## config.mk

```make
export PLATFORM = sky130hd
export DESIGN_NAME = trig_gate_counter
export DESIGN_NICKNAME = d
export VERILOG_FILES = /design/src/rtl/tgc_pkg.sv /design/src/rtl/tgc_edge_sync.sv /design/src/rtl/tgc_run_ctrl.sv /design/src/rtl/tgc_count_reg.sv /design/src/rtl/trig_gate_counter.sv
export SDC_FILE = /design/constraint.sdc
export NUM_CORES = 1
export LEC_CHECK = 0
export ABC_AREA = 1
export CAP_MARGIN = 20
export CORE_MARGIN = 3
export CORE_UTILIZATION = 44
export DETAILED_ROUTE_END_ITERATION = 16
export DONT_BUFFER_PORTS = 1
export GPL_TIMING_DRIVEN = 1
export PLACE_DENSITY = 0.58
export SYNTH_ARGS = -nofsm -noshare
export SYNTH_HDL_FRONTEND = slang
export SYNTH_SLANG_ARGS = --single-unit
```

## constraint.sdc

```tcl
create_clock -name clk -period 2.5 [get_ports clk]
set_clock_uncertainty 0.05 [all_clocks]
set_input_delay 0.25 -clock clk [delete_from_list [all_inputs] [get_ports clk]]
set_output_delay 0.25 -clock clk [all_outputs]
set_load 0.05 [all_outputs]
```

## src/rtl/tgc_pkg.sv

```systemverilog
package tgc_pkg;

  typedef enum logic [1:0] {
    OP_HOLD = 2'd0,
    OP_INC  = 2'd1,
    OP_LOAD = 2'd2
  } cnt_op_e;

  // qualifying transition between previous and current synchronised level
  function automatic logic edge_seen(input logic prev_lvl, input logic cur_lvl,
                                     input logic fall_sel);
    return fall_sel ? (prev_lvl & ~cur_lvl) : (~prev_lvl & cur_lvl);
  endfunction

endpackage

```

## src/rtl/tgc_edge_sync.sv

```systemverilog
module tgc_edge_sync #(
  parameter int STAGES = 2
) (
  input  logic clk,
  input  logic rst_n,
  input  logic din,
  input  logic fall_sel,
  output logic edge_pulse
);
  // chain[STAGES-1] is the synchronised level, chain[STAGES] its previous value
  logic [STAGES:0] chain;

  always_ff @(posedge clk or negedge rst_n) begin
    if (!rst_n) chain <= '0;
    else        chain <= {chain[STAGES-1:0], din};
  end

  assign edge_pulse = tgc_pkg::edge_seen(chain[STAGES], chain[STAGES-1], fall_sel);
endmodule

```

## src/rtl/tgc_run_ctrl.sv

```systemverilog
module tgc_run_ctrl #(
  parameter int W = 16
) (
  input  logic            clk,
  input  logic            rst_n,
  input  logic            cnt_en,
  input  logic            trig_edge,
  input  logic            retrig_reload,
  input  logic            reinit_on_match,
  input  logic            flag_clr,
  input  logic [W-1:0]    count,
  input  logic [W-1:0]    cmp_val,
  output tgc_pkg::cnt_op_e op,
  output logic            running,
  output logic            done,
  output logic            match_evt,
  output logic            cmp_flag,
  output logic            out_flag
);
  logic stop_evt, reload_evt, start_evt, step_evt;

  always_comb begin
    match_evt  = running & cnt_en & (count == cmp_val);
    stop_evt   = running & trig_edge & ~retrig_reload & ~match_evt;
    reload_evt = running & trig_edge &  retrig_reload & ~match_evt;
    start_evt  = ~running & ~done & trig_edge;
    step_evt   = running & cnt_en & ~match_evt & ~trig_edge;
    if ((match_evt & reinit_on_match) | reload_evt) op = tgc_pkg::OP_LOAD;
    else if (step_evt)                              op = tgc_pkg::OP_INC;
    else                                            op = tgc_pkg::OP_HOLD;
  end

  always_ff @(posedge clk or negedge rst_n) begin
    if (!rst_n) begin
      running  <= 1'b0;
      done     <= 1'b0;
      cmp_flag <= 1'b0;
      out_flag <= 1'b0;
    end else begin
      if (match_evt | stop_evt) running <= 1'b0;
      else if (start_evt)       running <= 1'b1;

      if (match_evt & ~reinit_on_match) done <= 1'b1;

      if (match_evt | stop_evt) cmp_flag <= 1'b1;
      else if (flag_clr)        cmp_flag <= 1'b0;

      if (match_evt)                    out_flag <= 1'b1;
      else if (reload_evt | start_evt)  out_flag <= 1'b0;
    end
  end
endmodule

```

## src/rtl/tgc_count_reg.sv

```systemverilog
module tgc_count_reg #(
  parameter int W = 16
) (
  input  logic             clk,
  input  logic             rst_n,
  input  tgc_pkg::cnt_op_e op,
  input  logic [W-1:0]     load_val,
  output logic [W-1:0]     count
);
  always_ff @(posedge clk or negedge rst_n) begin
    if (!rst_n) count <= '0;
    else begin
      unique case (op)
        tgc_pkg::OP_LOAD: count <= load_val;
        tgc_pkg::OP_INC:  count <= count + W'(1);
        default:          count <= count;
      endcase
    end
  end
endmodule

```

## src/rtl/trig_gate_counter.sv

```systemverilog
module trig_gate_counter #(
  parameter int W           = 16,
  parameter int SYNC_STAGES = 2
) (
  input  logic         clk,
  input  logic         rst_n,
  input  logic         cnt_en,
  input  logic         trig_in,
  input  logic         trig_fall,
  input  logic         retrig_reload,
  input  logic         reinit_on_match,
  input  logic         flag_clr,
  input  logic [W-1:0] load_val,
  input  logic [W-1:0] cmp_val,
  output logic [W-1:0] count,
  output logic         cmp_flag,
  output logic         out_flag
);
  logic             trig_edge;
  logic             running;
  logic             done;
  logic             match_evt;
  tgc_pkg::cnt_op_e op;

  tgc_edge_sync #(.STAGES(SYNC_STAGES)) u_sync (
    .clk(clk), .rst_n(rst_n), .din(trig_in), .fall_sel(trig_fall),
    .edge_pulse(trig_edge)
  );

  tgc_run_ctrl #(.W(W)) u_ctrl (
    .clk(clk), .rst_n(rst_n), .cnt_en(cnt_en), .trig_edge(trig_edge),
    .retrig_reload(retrig_reload), .reinit_on_match(reinit_on_match),
    .flag_clr(flag_clr), .count(count), .cmp_val(cmp_val), .op(op),
    .running(running), .done(done), .match_evt(match_evt),
    .cmp_flag(cmp_flag), .out_flag(out_flag)
  );

  tgc_count_reg #(.W(W)) u_cnt (
    .clk(clk), .rst_n(rst_n), .op(op), .load_val(load_val), .count(count)
  );
endmodule

```

### Word level (Yosys, flattened, before mapping)

Index checks and enable logic that the tools add are counted.

* register bits: 23
* input bits: 40
* output and inout bits: 18
* word-level logic and storage cells: 50

* add/subtract/negate cells: 1
* equal/unequal tests: 3
* multiplexer cells: 10
* bitwise gates (word level): 26
* reduce and logical (&&, ||, !) cells: 4

Operators with widths (count)
* 16-bit case mux with 2 select lines: 1
* 16-bit by 1-bit adder with 16-bit output, second input constant: 1
* 16-bit equality test: 1
* 1-bit AND: 15
* 1-bit 2-to-1 mux: 8
* 1-bit NOT: 8
* 2-bit nonzero test: 4
* 1-bit OR: 3
* 2-bit by 1-bit equality test with 1-bit output, second input constant: 1
* 2-bit equality test, second input constant: 1
* 2-bit 2-to-1 mux: 1

### Depth between registers and ports, before layout

Gate-level depths: netlist of the first run.

* depth after elaboration: 10
* gate-level depth with buffers: 14
* mapped depth without buffers: 12

### Hierarchy

From an unflattened synthesis of the first run, not the netlist that was laid out.

* cells, all modules: 305
* area, all modules: 1809.2 µm²

By module, submodules not included
* tgc_count_reg: times used 1, cells an instance 181, area an instance 1162.4 µm², seq. area each 400.4 µm²
* tgc_run_ctrl: times used 1, cells an instance 115, area an instance 546.8 µm², seq. area each 100.1 µm²
* tgc_edge_sync: times used 1, cells an instance 9, area an instance 100.1 µm², seq. area each 75.1 µm²

### Worst setup path before layout of the first run

No wires, ideal clock.

* path type: register to register
* start point: register u_cnt.count[4]
* end point: register u_cnt.count[2]
* setup time: 0.119 ns
* data arrival time: 1.847 ns
* required time: 2.331 ns
* setup slack: 0.484 ns
* cell stages (with the launch flop): 14
* path buffers: 2
* period minus slack after synthesis: 2.016 ns
* path through: dfrtp_1 -> buf_4 -> inv_2 -> nand2_1 -> nand2_1 -> nor2_1 -> nand2_1 -> nor2_8 -> nand2_4 -> nand2_4 -> nand3_4 -> buf_6 -> nand2_1 -> nand2_1

* longest elaborated chain between the ends: 9
* elaborated cells between the ends (all ways): 14
* classes of those cells: 3 x eq/ne; 3 x mux; 7 x bitwise; 1 x reduce/logical

RTL lines
* start: declaration: line tgc_count_reg.sv:8 `output logic [W-1:0] count`
* start signal: assignment: line tgc_count_reg.sv:14 `tgc_pkg::OP_LOAD: count <= load_val;`
* start signal: assignment: line tgc_count_reg.sv:15 `tgc_pkg::OP_INC: count <= count + W'(1);`
* start signal: assignment: line tgc_count_reg.sv:16 `default: count <= count;`
* 16-bit equality test *: line tgc_run_ctrl.sv:23 `match_evt = running & cnt_en & (count == cmp_val);`
* 1-bit AND *: line tgc_run_ctrl.sv:23
* 1-bit NOT: line tgc_run_ctrl.sv:25, tgc_run_ctrl.sv:27
* 1-bit AND (2 in series): line tgc_run_ctrl.sv:27 `step_evt = running & cnt_en & ~match_evt & ~trig_edge;`
* 1-bit 2-to-1 mux: line tgc_run_ctrl.sv:29 `else if (step_evt) op = tgc_pkg::OP_INC;`
* 2-bit 2-to-1 mux *: line tgc_run_ctrl.sv:28 `if ((match_evt & reinit_on_match) | reload_evt) op = tgc_pkg::OP_LOAD;`
* 2-bit by 1-bit equality test with 1-bit output / 2-bit equality test (equally long branches): line tgc_count_reg.sv:13 `unique case (op)`
* 16-bit case mux with 2 select lines / 2-bit nonzero test (equally long branches)

Every way passes the cells marked *; elsewhere a longest branch is shown, timed or not.
A chain may end at the register's enable or synchronous reset.

### Final worst setup path of the first run

* start point: register u_cnt.count[2]
* end point: register u_cnt.count[1]

Same word-level chain as after synthesis.

==> reports/metrics.csv, run 1 <==
metric;value;unit
ys_warn_count;0;
internal-power;508;uW
tightest_slew;0.744;ns
cp_max_fo;32;
post_cts_resize_count;0;
postCtsSetupRepairBufs;0;
wirelength;4.70;mm
layout-drive-gt1-share;0.135;
grt_pass1_vias;1690;
finalMaxSlewViolations;0;
cap_violations;0;
ir_worst_vdd;0.204;mV
antenna_found_initial;0;
path_common_cell;nand2_1;
dieArea;5140;um2
avgViaCountPerCell;4.95;
mostFrequentLayoutCell;nand2_1;
syn_nets;336;
cts_made_buffers;3;
path_delay_family;simple AND/OR/NAND/NOR gates;
combPwrFrac;0.080;
setup_viol;0;
h-tree-depth;1;
dp_hpwl;3.57;mm
boundaryPins;58;
setup_tns;0;ns
crit_chain;inv_2, nand2_1, nand2_1, nor2_2, nand2_2, nor2_8, nand2_4, nand2_4, buf_4, nand2_1, nand2_1, nand2_1, nand2_1;
clkPwrFrac;0.365;
layout_common_cells;124 x nand2_1, 41 x nand3_1, 27 x inv_1;
cp-end-kind;flop;
postSynthCellCount;295;
worstRegToRegCells;13;
grt_use_total;0.193;
critPathKind;flop to flop;
total_power;676;uW
ys_ff_latch;23;
die_h;71.7;um
grt-ovfl-total;0;
cp.buffers_inverters;2;
rr_endpoint;u_cnt.count[1]$_DFFE_PN0P_;
syn2layout_area_growth;10.3;%
use_met1;0.266;
cts_root_buffer;clkbuf_8;
cts_hold_buf;3;
period_needed;2.08;ns
clock-sinks;23;
max_stage_delay;0.50;ns
clk_latency;0.27;ns
cp.arrival;2.24;ns
r2r-start;u_cnt.count[2]$_DFFE_PN0P_;
drc_errors;0;
rsz0062_at_grt;false;
rows;23;
fillers;432;
io_buffers;0;
vias;1782;
power_per_cell_area;323;nW/um2
use_met2;0.314;
num_antenna_cells;0;
ys_types;23;
drt-pass1-iter-count;4;
syn-cell-area;1900;um2
crit_start;u_cnt.count[2]$_DFFE_PN0P_;
drtAntennaViolNets;0;
start_util;0.465;
die_x;71.7;um
startpoint_type;flop;
hold_depth;1;
routedWlPerCell;13.1;um
crit_required;2.66;ns
rrSetupSlack;0.42;ns
avgSynthCellArea;6.44;um2
holdPathEnd;u_ctrl.cmp_flag$_DFFE_PN0P_;
pwr-share-seq;0.555;
p_sw_frac;0.249;
grt_pass1_wl;7.96;mm
routabilityCongestion;0.818;
nets;352;
hold_viol;0;
slew_headroom;0.504;
busiest_layer;met2;
cts_tree;built;
fin_crit_sh;0.831;
seq_area_frac_synth;0.303;
clkTransAtPathRegs;0.09;ns
status;completed;
hold_path.class;input port to flop;
core_area;4090;um2
drt_iter0_drc;69;
fmax;481;MHz
cts-root-to-sink-buffers;2;
crit_slowest_cell;dfrtp_1;
min_from;flag_clr;
p_switching;168;uW
met3_usage;0.0351;
grt_max_degree;33;
power_leakage;0.00121;uW
cell usage after synthesis:
| cell | number | area share |
|---|---|---|
| nor2_8 | 2 | 0.021 |
| buf_8 | 1 | 0.0079 |
| xor2_1 | 15 | 0.069 |
| nand2_4 | 2 | 0.012 |
| nand3_1 | 41 | 0.11 |
| ha_1 | 1 | 0.0066 |
| nor2_2 | 4 | 0.013 |
| inv_1 | 27 | 0.053 |
| nand2_1 | 124 | 0.25 |
| nand2_2 | 3 | 0.0099 |
| nand4_1 | 5 | 0.016 |
| nor3_1 | 5 | 0.013 |
| a21oi_1 | 1 | 0.0026 |
| buf_6 | 4 | 0.024 |
| buf_2 | 2 | 0.0053 |
| o211ai_1 | 1 | 0.0040 |
| nor2_1 | 22 | 0.043 |
| clkbuf_1 | 1 | 0.0020 |
| nand3b_1 | 1 | 0.0040 |
| inv_2 | 7 | 0.014 |
| buf_4 | 1 | 0.0040 |
| nand3_4 | 2 | 0.018 |
| dfrtp_1 | 23 | 0.30 |
flip-flops by register name (all words and copies together), names as in the netlist:
register and cells:
u_cnt.count 16, u_sync.chain 3, u_ctrl.cmp_flag 1, u_ctrl.done 1, u_ctrl.out_flag 1, u_ctrl.running 1
routing by layer:
layer  share of wire  vias to the layer above  wire length, um
li1                -                      947                -
met2            0.46                       36             2150
met3           0.049                        2              232
met1            0.49                      797             2290
met4          0.0062                        0               29
met5               0                        -                0
layout make-up:
type,instances,area (um2),share of cell area
clock buffer,3,41.3,0.0197
inverter,34,128,0.0609
timing repair buffer,20,168,0.0800
clock inverter,1,5.00,0.00239
tap,50,62.6,0.0299
multi-input combinational,229,1110,0.532
sequential,23,576,0.275
how the worst max path moves through the flow:
stage	to	slack [ns]	cells after the start
global placement	u_cnt.count[4]$_DFFE_PN0P_	0.48	11
global route	u_cnt.count[13]$_DFFE_PN0P_	0.22	13
detailed placement	u_cnt.count[1]$_DFFE_PN0P_	0.46	13
floorplan	u_cnt.count[2]$_DFFE_PN0P_	0.48	13
finish	u_cnt.count[1]$_DFFE_PN0P_	0.42	13
CTS	u_cnt.count[1]$_DFFE_PN0P_	0.44	13
metrics by stage:
stage	worst slack [ns]	std cells	area (um2)	hold slack, ns	util
floorplan	0.484	295	1900	-0.0956	-
global placement	0.480	353	2010	-0.0951	0.491
detailed placement	0.460	353	2010	-0.0950	0.491
CTS	0.437	360	2090	0.0436	0.513
global route	0.224	360	2090	0.0444	0.513
finish	0.422	360	2090	0.0461	0.513
cells by family (layout without fill, tap and decap cells):
kind of cell,after synthesis,after routing,synth area share
buffers and inverters,43,58,0.110
adder cells (fa/ha/maj),1,1,0.00659
AO/OA/AOI/OAI,2,2,0.00659
AND/OR/NAND/NOR,211,211,0.505
XOR/XNOR,15,15,0.0692
flip-flops,23,23,0.303
power by group through the flow:
| stage | logic (uW) | clock network (uW) | registers [uW] |
|---|---|---|---|
| finish | 54.0 | 247 | 375 |
| global route | 62.8 | 272 | 375 |
| CTS | 55.2 | 252 | 375 |
| detailed placement | 40.2 | 0 | 383 |
| global placement | 39.7 | 0 | 383 |
| floorplan | 35.5 | 0 | 382 |
(Power assumes the default switching activity.)
==> run 2: changes to the inputs <==
Settings changed: PLACE_DENSITY 0.58 to 0.6.
Clock period 2.5 ns to 1.8 ns, I/O delays scaled along.
==> reports/metrics.csv, run 2 (synthesis gave the netlist of run 1 again) <==
metric;value;unit;change
status;completed;;unchanged
avgViaCountPerCell;5.01;;was 4.95
core_area;4090;um2;unchanged
drtAntennaViolNets;0;;unchanged
routedWlPerCell;14.3;um;was 13.1 um
power_per_cell_area;386;nW/um2;was 323 nW/um2
finalMaxSlewViolations;0;;unchanged
multi_input_area;1200;um2;was 1110 um2
dp_hpwl;3.81;mm;was 3.57 mm
syn2layout_area_growth;30.8;%;was 10.3%
cp_max_fo;9;;was 32
drt-pass1-iter-count;4;;unchanged
num_antenna_cells;0;;unchanged
cp.arrival;1.85;ns;was 2.24 ns
nets;381;;was 352
power_leakage;0.00138;uW;was 0.00121 uW
crit_start;u_cnt.count[12]$_DFFE_PN0P_;;was u_cnt.count[2]$_DFFE_PN0P_
final_area;2480;um2;was 2090 um2
clkTransAtPathRegs;0.09;ns;about the same
r2r-start;u_cnt.count[12]$_DFFE_PN0P_;;was u_cnt.count[2]$_DFFE_PN0P_
cp-end-kind;flop;;unchanged
startpoint_type;flop;;unchanged
die_h;71.7;um;unchanged
drt_iter0_drc;120;;was 69
total_power;959;uW;was 676 uW
drc_errors;0;;unchanged
boundaryPins;58;;unchanged
clk_latency;0.27;ns;about the same
cts-root-to-sink-buffers;2;;unchanged
period_needed;1.69;ns;was 2.08 ns
grt_pass1_vias;1790;;was 1690
routabilityCongestion;0.897;;was 0.818
crit_required;1.96;ns;was 2.66 ns
min_from;load_val[14];;was flag_clr
grt_pass1_wl;8.21;mm;was 7.96 mm
grt_max_degree;24;;was 33
cts_tree;built;;unchanged
antenna_found_initial;0;;unchanged
ir_worst_vdd;0.440;mV;was 0.204 mV
place_area;2180;um2;was 2010 um2
layout-drive-gt1-share;0.301;;was 0.135
slew_headroom;0.678;;was 0.504
vias;1950;;was 1782
mostFrequentLayoutCell;nand2_1;;unchanged
ff_latch_area;596;um2;was 576 um2
fin_crit_sh;0.942;;was 0.831
rows;23;;unchanged
start_util;0.465;;unchanged
grt_use_total;0.201;;was 0.193
dieArea;5140;um2;unchanged
wirelength;5.54;mm;was 4.70 mm
grt-ovfl-total;0;;unchanged
cts_root_buffer;clkbuf_8;;unchanged
hold_path.class;input port to flop;;unchanged
hold_viol;0;;unchanged
instances_no_fill;389;;was 360
largest_registers;u_cnt.count (16), u_sync.chain (3);;unchanged
fillers;401;;was 432
largest-register;u_cnt.count;;unchanged
clock-sinks;23;;unchanged
place_inst;369;;was 353
cap_violations;0;;unchanged
layout_common_cells;117 x nand2_1, 40 x nand3_1, 35 x buf_4;;was 124 x nand2_1, 41 x nand3_1, 27 x inv_1
critPathKind;flop to flop;;unchanged
tightest_slew;0.482;ns;was 0.744 ns
cts_made_buffers;3;;unchanged
holdWs;0.0472;ns;was 0.0461 ns
h-tree-depth;1;;unchanged
rsz0062_at_grt;true;;was false
io_buffers;0;;unchanged
fmax;590;MHz;was 481 MHz
setup_viol;0;;unchanged
die_x;71.7;um;unchanged
largest_register_ffs;16;;unchanged
rrSetupSlack;0.11;ns;was 0.42 ns
-- run 2: critical path, cell delays in order, from the launching register on --
cell	delay (ns)
dfrtp_2	0.41
inv_1	0.06
nand2_1	0.06
nand2_1	0.06
nor2_2	0.09
nand2_2	0.11
nor2_8	0.17
nand4_1	0.18
nand2_4	0.15
buf_12	0.13
nand3_1	0.06
nand2_1	0.10
-- run 2: path summary, 6_finish.rpt --
kind                                                     to  cells after the start
worst min-delay path            u_cnt.count[14]$_DFFE_PN0P_                      4
worst max register to register   u_cnt.count[5]$_DFFE_PN0P_                     11
worst max-delay path             u_cnt.count[5]$_DFFE_PN0P_                     11
min in group asynchronous        u_cnt.count[8]$_DFFE_PN0P_                      2
worst min register to register    u_sync.chain[1]$_DFF_PN0_                      0
max in group asynchronous       u_cnt.count[14]$_DFFE_PN0P_                      2
-- run 2: where the power goes --
part           switching, uW  total [uW]  internal (uW)
clock network            194         349            155
registers               1.84         521            519
logic                   49.2        88.2           38.9
-- run 2: cell type report --
cell class / count / share of cell area
inverter: 34 / 0.0514
sequential: 23 / 0.240
multi-input combinational: 230 / 0.483
tap: 50 / 0.0252
clock buffer: 3 / 0.0166
clock inverter: 1 / 0.00201
timing repair buffer: 48 / 0.182
-- run 2: metal layers --
layer / up-vias / routed length, um / global-route usage
li1: 1002 / - / -
met3: 9 / 477 / 0.0505
met2: 61 / 2530 / 0.327
met5: - / 0 / 0
met4: 0 / 72 / 0.0459
met1: 878 / 2460 / 0.269
-- run 2: what timing repair did --
action                                 in CTS  in global routing
endpoints found under the hold margin      25                  0
gates resized for setup                     0                 23
setup endpoints to repair                   0                 15
buffers inserted                            0                  8
hold buffers                                4                  0
-- run 2: stage by stage --
stage	TNS [ns]	setup slack (ns)	utilization
5_1_grt	-0.0650	-0.0186	0.608
4_1_cts	0	0.0581	0.557
6_report	0	0.105	0.608
2_1_floorplan	-0.255	-0.0258	-
3_3_place_gp	0	0.0435	0.533
3_5_place_dp	0	0.0755	0.533
